### config.mk
export PLATFORM = sky130hd
export DESIGN_NAME = suspend_wake_seq
export DESIGN_NICKNAME = d
export VERILOG_FILES = /design/src/rtl/susp_pkg.sv /design/src/rtl/susp_datapath.sv /design/src/rtl/susp_control.sv /design/src/rtl/suspend_wake_seq.sv
export SDC_FILE = /design/constraint.sdc
export NUM_CORES = 1
export LEC_CHECK = 0
export CAP_MARGIN = 20
export CELL_PAD_IN_SITES_DETAIL_PLACEMENT = 1
export CELL_PAD_IN_SITES_GLOBAL_PLACEMENT = 2
export CORE_MARGIN = 2
export CORE_UTILIZATION = 32
export CTS_CLUSTER_SIZE = 16
export DETAILED_ROUTE_END_ITERATION = 12
export GPL_TIMING_DRIVEN = 0
export PLACE_DENSITY = 0.75
export SYNTH_ARGS = -nofsm -noshare
export SYNTH_HDL_FRONTEND = slang
export SYNTH_SLANG_ARGS = --single-unit
### constraint.sdc
create_clock -name clk -period 2.2 [get_ports clk]
set_input_delay 0.22 -clock clk [delete_from_list [all_inputs] [get_ports clk]]
set_output_delay 0.22 -clock clk [all_outputs]
set_load 0.02 [all_outputs]
### src/rtl/susp_pkg.sv
package susp_pkg;
  localparam logic [1:0] LINE_IDLE = 2'b00;
  localparam logic [1:0] LINE_K    = 2'b01;

  typedef enum logic [1:0] {ST_AWAKE, ST_ENTER, ST_SLEEP, ST_WAKE} seqState_e;

  // Strobes from control to datapath
  typedef struct packed {
    logic idleClr;
    logic seqClr;
    logic seqRun;
    logic kRun;
  } seqStrobe_t;

  // Flags from datapath to control
  typedef struct packed {
    logic idleExpired;
    logic kHeld;
    logic delayDone;
    logic wakeDone;
    logic wakeReq;
    logic lineIdle;
  } seqFlags_t;
endpackage

### src/rtl/susp_datapath.sv
module susp_datapath
  import susp_pkg::*;
#(
  parameter int IDLE_MS       = 3,
  parameter int SUSP_DELAY_MS = 2,
  parameter int RESUME_K_MS   = 20,
  parameter int WAKE_MS       = 10
) (
  input  logic       clk,
  input  logic       rstN,
  input  logic [1:0] lineState,
  input  logic       wakePin,
  input  logic       csN,
  input  logic       msTick,
  input  seqStrobe_t strobe,
  output seqFlags_t  flags,
  output logic       busStat
);
  localparam int IDLE_LIM = IDLE_MS + 1;
  localparam int SEQ_LIM  = (SUSP_DELAY_MS > WAKE_MS) ? SUSP_DELAY_MS : WAKE_MS;
  localparam int IW = $clog2(IDLE_LIM + 1);
  localparam int KW = $clog2(RESUME_K_MS + 1);
  localparam int SW = $clog2(SEQ_LIM + 1);
  localparam int SYNC_STAGES = 2;

  logic [IW-1:0] idleCnt;
  logic [KW-1:0] kCnt;
  logic [SW-1:0] seqCnt;
  logic [SYNC_STAGES-1:0] wakeSync;
  logic [SYNC_STAGES-1:0] csSync;
  logic lineIdle, lineK;

  assign lineIdle = (lineState == LINE_IDLE);
  assign lineK    = (lineState == LINE_K);

  // Idle run length in ticks, saturating
  always_ff @(posedge clk) begin
    if (!rstN || strobe.idleClr || !lineIdle) idleCnt <= '0;
    else if (msTick && idleCnt != IW'(IDLE_LIM)) idleCnt <= idleCnt + 1'b1;
  end

  // Unbroken K run length in ticks
  always_ff @(posedge clk) begin
    if (!rstN || !strobe.kRun || !lineK) kCnt <= '0;
    else if (msTick && kCnt != KW'(RESUME_K_MS)) kCnt <= kCnt + 1'b1;
  end

  // Shared sequence timer for entry delay and wakeup drive
  always_ff @(posedge clk) begin
    if (!rstN || strobe.seqClr) seqCnt <= '0;
    else if (strobe.seqRun && msTick && seqCnt != SW'(SEQ_LIM)) seqCnt <= seqCnt + 1'b1;
  end

  // Pin synchronisers
  generate
    for (genvar s = 0; s < SYNC_STAGES; s++) begin : gSync
      if (s == 0) begin : gFirst
        always_ff @(posedge clk) begin
          if (!rstN) begin
            wakeSync[0] <= 1'b0;
            csSync[0]   <= 1'b1;
          end else begin
            wakeSync[0] <= wakePin;
            csSync[0]   <= csN;
          end
        end
      end else begin : gRest
        always_ff @(posedge clk) begin
          if (!rstN) begin
            wakeSync[s] <= 1'b0;
            csSync[s]   <= 1'b1;
          end else begin
            wakeSync[s] <= wakeSync[s-1];
            csSync[s]   <= csSync[s-1];
          end
        end
      end
    end
  endgenerate

  always_ff @(posedge clk) begin
    if (!rstN) busStat <= 1'b0;
    else       busStat <= lineIdle;
  end

  always_comb begin
    flags.idleExpired = (idleCnt >= IW'(IDLE_LIM));
    flags.kHeld       = (kCnt >= KW'(RESUME_K_MS));
    flags.delayDone   = (seqCnt >= SW'(SUSP_DELAY_MS));
    flags.wakeDone    = (seqCnt >= SW'(WAKE_MS));
    flags.wakeReq     = wakeSync[SYNC_STAGES-1] | ~csSync[SYNC_STAGES-1];
    flags.lineIdle    = lineIdle;
  end
endmodule

### src/rtl/susp_control.sv
module susp_control
  import susp_pkg::*;
(
  input  logic       clk,
  input  logic       rstN,
  input  logic       goSuspBit,
  input  logic       clkRunBit,
  input  seqFlags_t  flags,
  output seqStrobe_t strobe,
  output logic       suspendOut,
  output logic       clkEnable,
  output logic       kDrive,
  output logic       suspIrq
);
  seqState_e stateQ, stateD;
  logic irqQ, goArmedQ;
  logic resuming;

  always_comb begin
    stateD = stateQ;
    unique case (stateQ)
      ST_AWAKE: if (goArmedQ && !goSuspBit && irqQ && flags.lineIdle) stateD = ST_ENTER;
      ST_ENTER: begin
        if (flags.wakeReq)        stateD = ST_WAKE;
        else if (flags.kHeld)     stateD = ST_AWAKE;
        else if (flags.delayDone) stateD = ST_SLEEP;
      end
      ST_SLEEP: begin
        if (flags.wakeReq)    stateD = ST_WAKE;
        else if (flags.kHeld) stateD = ST_AWAKE;
      end
      ST_WAKE:  if (flags.wakeDone) stateD = ST_AWAKE;
      default:  stateD = ST_AWAKE;
    endcase
  end

  assign resuming = (stateQ != ST_AWAKE) && (stateD == ST_AWAKE);

  always_comb begin
    strobe.idleClr = (stateQ != ST_AWAKE);
    strobe.seqClr  = (stateQ == ST_AWAKE) || (stateD != stateQ);
    strobe.seqRun  = (stateQ == ST_ENTER) || (stateQ == ST_WAKE);
    strobe.kRun    = (stateQ == ST_ENTER) || (stateQ == ST_SLEEP);
  end

  always_ff @(posedge clk) begin
    if (!rstN) stateQ <= ST_AWAKE;
    else       stateQ <= stateD;
  end

  always_ff @(posedge clk) begin
    if (!rstN || resuming) irqQ <= 1'b0;
    else if (stateQ == ST_AWAKE) begin
      if (!flags.lineIdle)        irqQ <= 1'b0;
      else if (flags.idleExpired) irqQ <= 1'b1;
    end
  end

  always_ff @(posedge clk) begin
    if (!rstN || stateQ != ST_AWAKE || !flags.lineIdle || stateD != stateQ) goArmedQ <= 1'b0;
    else if (irqQ && goSuspBit) goArmedQ <= 1'b1;
  end

  assign suspendOut = (stateQ == ST_ENTER) || (stateQ == ST_SLEEP);
  assign clkEnable  = clkRunBit && (stateQ != ST_SLEEP);
  assign kDrive     = (stateQ == ST_WAKE);
  assign suspIrq    = irqQ;
endmodule

### src/rtl/suspend_wake_seq.sv
module suspend_wake_seq
  import susp_pkg::*;
#(
  parameter int IDLE_MS       = 3,
  parameter int SUSP_DELAY_MS = 2,
  parameter int RESUME_K_MS   = 20,
  parameter int WAKE_MS       = 10
) (
  input  logic       clk,
  input  logic       rstN,
  input  logic [1:0] lineState,
  input  logic       wakePin,
  input  logic       csN,
  input  logic       clkRunBit,
  input  logic       goSuspBit,
  input  logic       msTick,
  output logic       suspendOut,
  output logic       clkEnable,
  output logic       kDrive,
  output logic       suspIrq,
  output logic       busStat
);
  seqStrobe_t strobe;
  seqFlags_t  flags;

  susp_datapath #(
    .IDLE_MS(IDLE_MS), .SUSP_DELAY_MS(SUSP_DELAY_MS),
    .RESUME_K_MS(RESUME_K_MS), .WAKE_MS(WAKE_MS)
  ) u_dp (
    .clk(clk), .rstN(rstN), .lineState(lineState), .wakePin(wakePin),
    .csN(csN), .msTick(msTick), .strobe(strobe), .flags(flags), .busStat(busStat)
  );

  susp_control u_ctl (
    .clk(clk), .rstN(rstN), .goSuspBit(goSuspBit), .clkRunBit(clkRunBit),
    .flags(flags), .strobe(strobe), .suspendOut(suspendOut),
    .clkEnable(clkEnable), .kDrive(kDrive), .suspIrq(suspIrq)
  );
endmodule

# Word-level counts from Yosys, hierarchy flattened
# Cells that the tools add are included.
op_classes:
  mux: 10
  shift: 0
  n_lt_le_gt_ge: 4
  addsub: 3
  multipliers: 0
  eq_ne: 10
  n_bitwise: 2
  n_reduce_logical: 30
  n_div: 0
ops:
  columns: ["cell", "n"]
  rows:
  - ["$mux 2", 7]
  - ["$logic_and 1x1->1", 10]
  - ["$logic_or 1x1->1", 10]
  - ["$pmux 2 s4", 1]
  - ["$logic_not 2->1", 3]
  - ["$add 5x1->5 const B", 1]
  - ["$ge 5x5->1 const B", 1]
  - ["$logic_not 1->1", 5]
  - ["$ne 5x5->1 const B", 1]
  - ["$add 4x1->4 const B", 1]
  - ["$eq 2x1->1 const B", 2]
  - ["$eq 2x2->1 const B", 2]
  - ["$ge 4x2->1 const B", 1]
  - ["$ge 4x4->1 const B", 1]
  - ["$ne 2x2->1 const B", 2]
  - ["$ne 4x4->1 const B", 1]
  - ["$add 3x1->3 const B", 1]
  - ["$ge 3x3->1 const B", 1]
  - ["$ne 3x3->1 const B", 1]
  - ["$mux 1", 2]
  - ["$ne 2x2->1", 1]
  - ["$reduce_and 2->1", 1]
  - ["$reduce_bool 2->1", 1]
  - ["$not 1->1", 1]
  - ["$or 1x1->1", 1]
totals:
  reg_bits: 21
  mem_count: 0
  in_bits: 9
  output_inout_bits: 5
  latch_bits: 0
  ram_bits: 0
  mem_bits_ro: 0

# Logic depth before layout (Yosys ltp)
# Gate-level depths: netlist of the first run.
logic_depth:
  ltp_word: 9
  depth_mapped: 8

# Modules after synthesis
# Synthesis of the first run repeated with hierarchy kept, for this count alone.
hier_totals:
  cells_unflattened: 135
  area_unflattened_um2: 1222.4
by_module_without_submodules:
  columns: ["module", "cells_per_inst", "seq_area_each_um2", "instances", "area_per_inst_um2"]
  rows:
  - ["susp_datapath", 88, 340.3, 1, 840.8]
  - ["susp_control", 47, 80.1, 1, 381.6]

# Worst setup path after synthesis of the first run
# Ideal clock, no wire load.
synth_path:
  path_type: "register to register"
  from: "register u_ctl.stateQ[0]"
  to: "register u_ctl.goArmedQ"
  period_less_slack_ns: 1.772
  setup_slack_ns: 0.428
  n_path_buf: 1
  setup_time_ns: 0.088
  path_stages_with_launch: 8
  arrival_time_ns: 1.684
  required_time_ns: 2.112
  path_cell_list: "dfxtp_1 inv_1 ha_1 clkbuf_1 a21oi_1 and3_4 a221o_1 nor4_2"
synth_between:
  elab_chain_len: 6
  word_cells_on_any_way: 17
  classes_between: "4 x eq/ne; 8 x mux; 5 x reduce/logical"
synth_rtl:
  columns: ["element", "line_no", "source"]
  rows:
  - ["from (decl)", "susp_control.sv:15", "seqState_e stateQ, stateD;"]
  - ["from (signal assigned)", "susp_control.sv:48", "else stateQ <= stateD;"]
  - ["$mux 2", "susp_control.sv:26", "else if (flags.delayDone) stateD = ST_SLEEP;"]
  - ["$mux 2", "susp_control.sv:25", "else if (flags.kHeld) stateD = ST_AWAKE;"]
  - ["$mux 2", "susp_control.sv:24", "if (flags.wakeReq) stateD = ST_WAKE;"]
  - ["$pmux 2 s4", "susp_control.sv:21", "unique case (stateQ)"]
  - ["$ne 2x2->1", "susp_control.sv:60", "if (!rstN || stateQ != ST_AWAKE || !flags.lineIdle || stateD != stateQ) goArmedQ <= 1'b0;"]
  - ["$logic_or 1x1->1 *", "susp_control.sv:60", null]
  - ["to (signal assigned)", "susp_control.sv:60", null]
  - ["to (signal assigned)", "susp_control.sv:61", "else if (irqQ && goSuspBit) goArmedQ <= 1'b1;"]
  - ["to (decl)", "susp_control.sv:16", "logic irqQ, goArmedQ;"]
# Mark *: on every way between the ends. The rest lies on a longest branch, timed or not.
# A chain may end at the register's enable or synchronous reset.

# Worst setup path after layout of the first run
# Ends and elaborated chain as after synthesis.

==> results.toml, run 1 <==
[synth]
yosysMostFrequentCell = "dfxtp_1"
synth_compound_area_share_pct = 13.7
synth_area_leaders = "dfxtp_1, ha_1, nor2_1, a21oi_1, inv_1"
synthTopCellsByCount = "dfxtp_1, nor2_1, inv_1"
synthSimpleGateAreaFrac_pct = 25.4
synth-seq-cells = 21
synth-xor-area-share_pct = 5.56
synthCells = 129
synthFlopType = "dfxtp_1"
ys_seq_area_share_pct = 38.1
yosys_warnings = 0
yosysTopAreaCell = "dfxtp_1"
synth_top_area_share_pct = 38.1
syn_avg_cell_area_sq_um = 8.55
synthesis.nets = 149
synth_top_family_by_area = "simple AND/OR/NAND/NOR gates"
async_flop_share_pct = 0
synth_area_sq_mm = 0.00110
synth_edf_count = 0
synthAdderAreaFrac_pct = 12.5
synthMuxAreaShare_pct = 0
yosysUniqueCellTypes = 32

[global_route]
antenna_found_initial = 0
grt_max_degree = 13
grt_pass1_vias = 1007
grt_overflow_total = 0
grt_pass1_wl_um = 4700
grt_use_total_pct = 15.0

[power_and_ir_drop]
p_leak_nw = 0.519
power_switching_uw = 193
clkPwrFrac_pct = 27.1
p_int_uw = 506
finalPower_uw = 700
swShare_pct = 27.6
power_density_mw_per_mm2 = 530
p_comb_share_pct = 16.3
pwr-share-seq_pct = 56.6
vdd_drop_max_v = 0.000226

[place]
dp_slack_ps = 26.6
post_dp_cell_area_sq_mm = 0.00129
dp.cells = 188
hpwl_um = 2080
gp_congestion = 0.852
io_buffers = 13

[worst_hold_path]
worst_hold_path.num_cells = 1
hp-start = "u_dp.csSync[0]"
min_path_type = "register to register"
min_to = "u_dp.csSync[1]"

[worst_setup_path]
critPathTopFamily = "simple AND/OR/NAND/NOR gates"
crit_type = "register to register"
cp.arrival_ps = 2320
startpoint_type = "register"
crit_path_max_fanout = 6
cp-end-kind = "register"
r2r-start = "u_ctl.stateQ[0]"
path_cells = "inv_1 -> ha_1 -> or2_1 -> nand2_1 -> and3_4 -> a221o_1 -> nor4_2"
crit_buf_inv = 1
r2r_cells = 7
cp_slowest_cell = "a221o_1"
regToRegSetupSlack_ps = 90
slowest_delay_ps = 460
r2r_end = "u_ctl.goArmedQ"
worstPathRequired_ps = 2420

[die]
ioPinCount = 14
die_x_um = 62.7
core_sq_mm = 0.00334
chipHeight_um = 62.7
die_area_sq_mm = 0.00393
rows = 21
start_util_pct = 33.1

[clock_network]
clock_latency_ps = 310
root_buffer = "clkbuf_4"
htreeDepth = 1
hold_buffers = 0
cts_buffers = 3
clk_path_buf_depth = 2
tritoncts = "yes"
path_clk_slew_ps = 130
cts.sinks = 21

[timing]
slew_violations = 0
holdWs_ps = 426
fin_crit_sh_pct = 95.9
period_minus_slack_ps = 2110
fin_tns_setup_ps = 0
worst_slack_ps = 90.1
fin_skew_ps = 12.7
fmax_ghz = 0.474
rsz0062_at_grt = "false"
max_slew.worst_pin.slew_ps = 438
max_slew_margin_pct = 70.7
setup_viol = 0
finalHoldViolCount = 0

[drt]
viasPerCell = 4.92
ant_nets = 0
drc = 0
drtPass1Iterations = 4
vias = 940
avgRoutedWirePerCell_um = 13.8
detail_route.iter0.violations = 38
drt_wl_total_um = 2630

[flow_run]
drv_cap = 0

[final_layout]
areaGrowthSynthToFinish_pct = 19.6
layout-drive-gt1-share_pct = 6.21
nets = 166
final_cell_area_sq_mm = 0.00132
fin_cells = 191
num_antenna_cells = 0
fillers = 417
fin_util_pct = 39.6

[run_status]
outcome = "completed"
[flip-flops by register name (all words and copies together), names as in the netlist]
signal,flops
u_dp.busStat,1
u_ctl.suspIrq,1
u_dp.csSync,2
u_dp.idleCnt,3
u_dp.wakeSync,2
u_ctl.goArmedQ,1
u_ctl.stateQ,2
u_dp.kCnt,5
u_dp.seqCnt,4
[cells by family after synthesis]
logic type | Yosys count
flops | 21
fa+ha+maj | 11
buf+inv | 14
simple gates | 52
xor+xnor | 7
compound gates | 24
[power groups by stage]
stage          clock (mW)  sequential [mW]  combinational (mW)
6_report            0.189            0.396               0.114
5_1_grt             0.221            0.397               0.129
4_1_cts             0.199            0.395               0.115
3_5_place_dp            0            0.404               0.113
3_3_place_gp            0            0.403               0.109
2_1_floorplan           0            0.403              0.0673
[routing by layer]
layer	global-route usage, %	routed length [um]
met1	19.9	1280
met2	24.3	1260
met3	4.14	80
met4	3.33	13
met5	0	0
[worst register-to-register path, stage by stage, from the launching register on]
cell and delay (ps):
dfxtp_2 380, inv_1 180, ha_1 230, or2_1 190, nand2_1 130, and3_4 180
a221o_1 460, nor4_2 290
[cells in the final DEF, fill, tap and decap left out, types with 2 or more instances in the layout]
cell	Yosys	routed
ha_1	11	11
dfxtp_1	21	20
o211ai_1	2	2
clkdlybuf4s50_1	0	13
xnor2_1	3	3
nor2_1	13	13
and2_1	3	3
inv_1	12	12
nor3_1	8	8
nand4_1	3	3
clkbuf_4	0	3
xor2_1	4	4
a21oi_1	9	8
nand4b_1	2	2
a32oi_1	2	2
nand2_1	8	8
o21ai_0	4	4
nand2b_1	3	3
or2_1	2	2
o31ai_1	2	2
nand3_1	3	3
[how the worst max path moves through the flow]
| stage | startpoint | endpoint | slack, ps | depth (start not counted) |
|---|---|---|---|---|
| 2_1_floorplan | u_ctl.stateQ[0] | u_ctl.goArmedQ | 430 | 7 |
| 3_3_place_gp | u_ctl.stateQ[0] | u_dp.seqCnt[2] | 80 | 7 |
| 3_5_place_dp | u_ctl.stateQ[0] | u_dp.seqCnt[1] | 30 | 7 |
| 4_1_cts | u_ctl.stateQ[0] | u_ctl.goArmedQ | 20 | 7 |
| 5_1_grt | u_ctl.stateQ[0] | u_ctl.goArmedQ | 6 | 7 |
| 6_report | u_ctl.stateQ[0] | u_ctl.goArmedQ | 90 | 7 |
[timing repair]
action / CTS / global route
cloned: 0 / 0
resized for setup: 1 / 1
buffers inserted: 0 / 0
endpoints found under the setup margin: 3 / 8
pin swaps: 0 / 0
[area by class of cell]
cell class	count	area [sq um]	share of cell area, %
Multi-Input combinational cell	94	634	48.1
Tap cell	46	57.6	4.36
Clock inverter	1	5.00	0.379
Clock buffer	3	22.5	1.71
Buffer	1	3.75	0.284
Timing Repair Buffer	13	130	9.86
Sequential cell	21	422	31.9
Inverter	12	45.0	3.41
Note: power is estimated with default switching activity, not from simulation.
==> run 2, diff against run 1 <==
PLACE_DENSITY = default   (was 0.75)
PLACE_DENSITY_LB_ADDON = 0.1   (was default)
==> results.toml, run 2 (synthesis results as in run 1) <==
[flow_run]
drv_cap = 0

[final_layout]
num_antenna_cells = 0
fin_util_pct = 39.6
largest_reg_flops = 5
layout_commonest_cell = "dfxtp_1"
layout_common_cells = "dfxtp_1, nor2_1, clkdlybuf4s50_1, inv_1, ha_1"
fin_cells = 191
final_cell_area_sq_mm = 0.00132
top_regs = "u_dp.kCnt x5, u_dp.seqCnt x4, u_dp.idleCnt x3"
regMostFlops = "u_dp.kCnt"
nets = 166
layout-drive-gt1-share_pct = 6.21
areaGrowthSynthToFinish_pct = 19.8

[die]
ioPinCount = 14
die_x_um = 62.7
chipHeight_um = 62.7
rows = 21
start_util_pct = 33.1
die_area_sq_mm = 0.00393
core_sq_mm = 0.00334

[power_and_ir_drop]
power_switching_uw = 188
p_leak_nw = 0.515
vdd_drop_max_v = 0.000435
finalPower_uw = 695
p_comb_share_pct = 16.0
clkPwrFrac_pct = 27.0
power_density_mw_per_mm2 = 526
p_int_uw = 507
swShare_pct = 27.0
pwr-share-seq_pct = 56.9

[clock_network]
htreeDepth = 1
clk_path_buf_depth = 2
root_buffer = "clkbuf_4"
post_cts_buffers = 0
tritoncts = "yes"
cts_buffers = 3
cts.sinks = 21
path_clk_slew_ps = 120
clock_latency_ps = 300

[place]
gp_congestion = 0.785
dp_slack_ps = 126
hpwl_um = 2030
dp.cells = 188
io_buffers = 13
post_dp_cell_area_sq_mm = 0.00129

[drt]
viasPerCell = 4.83
avgRoutedWirePerCell_um = 13.2
vias = 922
ant_nets = 0
drc = 0
drtPass1Iterations = 4
drt_wl_total_um = 2530
detail_route.iter0.violations = 26

[timing]
fin_tns_setup_ps = 0
fin_crit_sh_pct = 93.7
worst_slack_ps = 139
slew_violations = 0
setup_viol = 0
rsz0062_at_grt = "false"
finalHoldViolCount = 0
fin_skew_ps = 4.48
max_slew_margin_pct = 69.9
holdWs_ps = 427
max_slew.worst_pin.slew_ps = 449
fmax_ghz = 0.485
period_minus_slack_ps = 2060

[global_route]
antenna_found_initial = 0
grt_overflow_total = 0
grt_pass1_wl_um = 4270
grt_max_degree = 14
grt_pass1_vias = 928
grt_use_total_pct = 13.6

[worst_setup_path]
crit_type = "register to register"
crit_path_max_fanout = 6
startpoint_type = "register"
cp.arrival_ps = 2290
cp-end-kind = "register"
worstPathRequired_ps = 2420

[run_status]
outcome = "completed"

[worst_hold_path]
min_path_type = "register to register"
-- run 2: routing by layer --
metal | track usage (%) | routed length, um | vias up
li1 | - | - | 479
met1 | 18.9 | 1270 | 428
met2 | 21.1 | 1160 | 15
met3 | 4.32 | 96 | 0
met4 | 1.67 | 0 | 0
met5 | 0 | 0 | -
-- run 2: cell type report --
class,count,area (sq um)
Fill cell,419,2010
Tap cell,46,57.6
Timing Repair Buffer,13,130
Clock inverter,1,7.51
Inverter,12,45.0
Multi-Input combinational cell,94,634
Clock buffer,3,22.5
Sequential cell,21,422
Buffer,1,3.75
-- run 2: final timing paths --
path,startpoint,to,slack [ps],depth (start not counted)
min reg2reg,u_dp.csSync[0],u_dp.csSync[1],430,1
max reg2reg,u_ctl.stateQ[0],u_ctl.goArmedQ,140,7
max,u_ctl.stateQ[0],u_ctl.goArmedQ,140,7
min,u_dp.csSync[0],u_dp.csSync[1],430,1
-- run 2: power by group through the flow --
| stage | Combinational [mW] | Sequential (mW) | Clock [mW] |
|---|---|---|---|
| 5_1_grt | 0.123 | 0.397 | 0.226 |
| 3_3_place_gp | 0.107 | 0.403 | 0 |
| 3_5_place_dp | 0.110 | 0.404 | 0 |
| 2_1_floorplan | 0.0673 | 0.403 | 0 |
| 4_1_cts | 0.110 | 0.395 | 0.198 |
| 6_report | 0.111 | 0.396 | 0.188 |
-- run 2: critical path, cell delays in order, from the launching register on --
cell and delay [ps]:
dfxtp_2 370, inv_1 170, ha_1 230, or2_1 180, nand2_1 140, and3_4 180, a221o_1 450, nor4_2 260
-- run 2: timing repair --
item | CTS | global route
endpoints found under the setup margin | 0 | 6
hold buffers | 0 | 0
resized for setup | 0 | 2
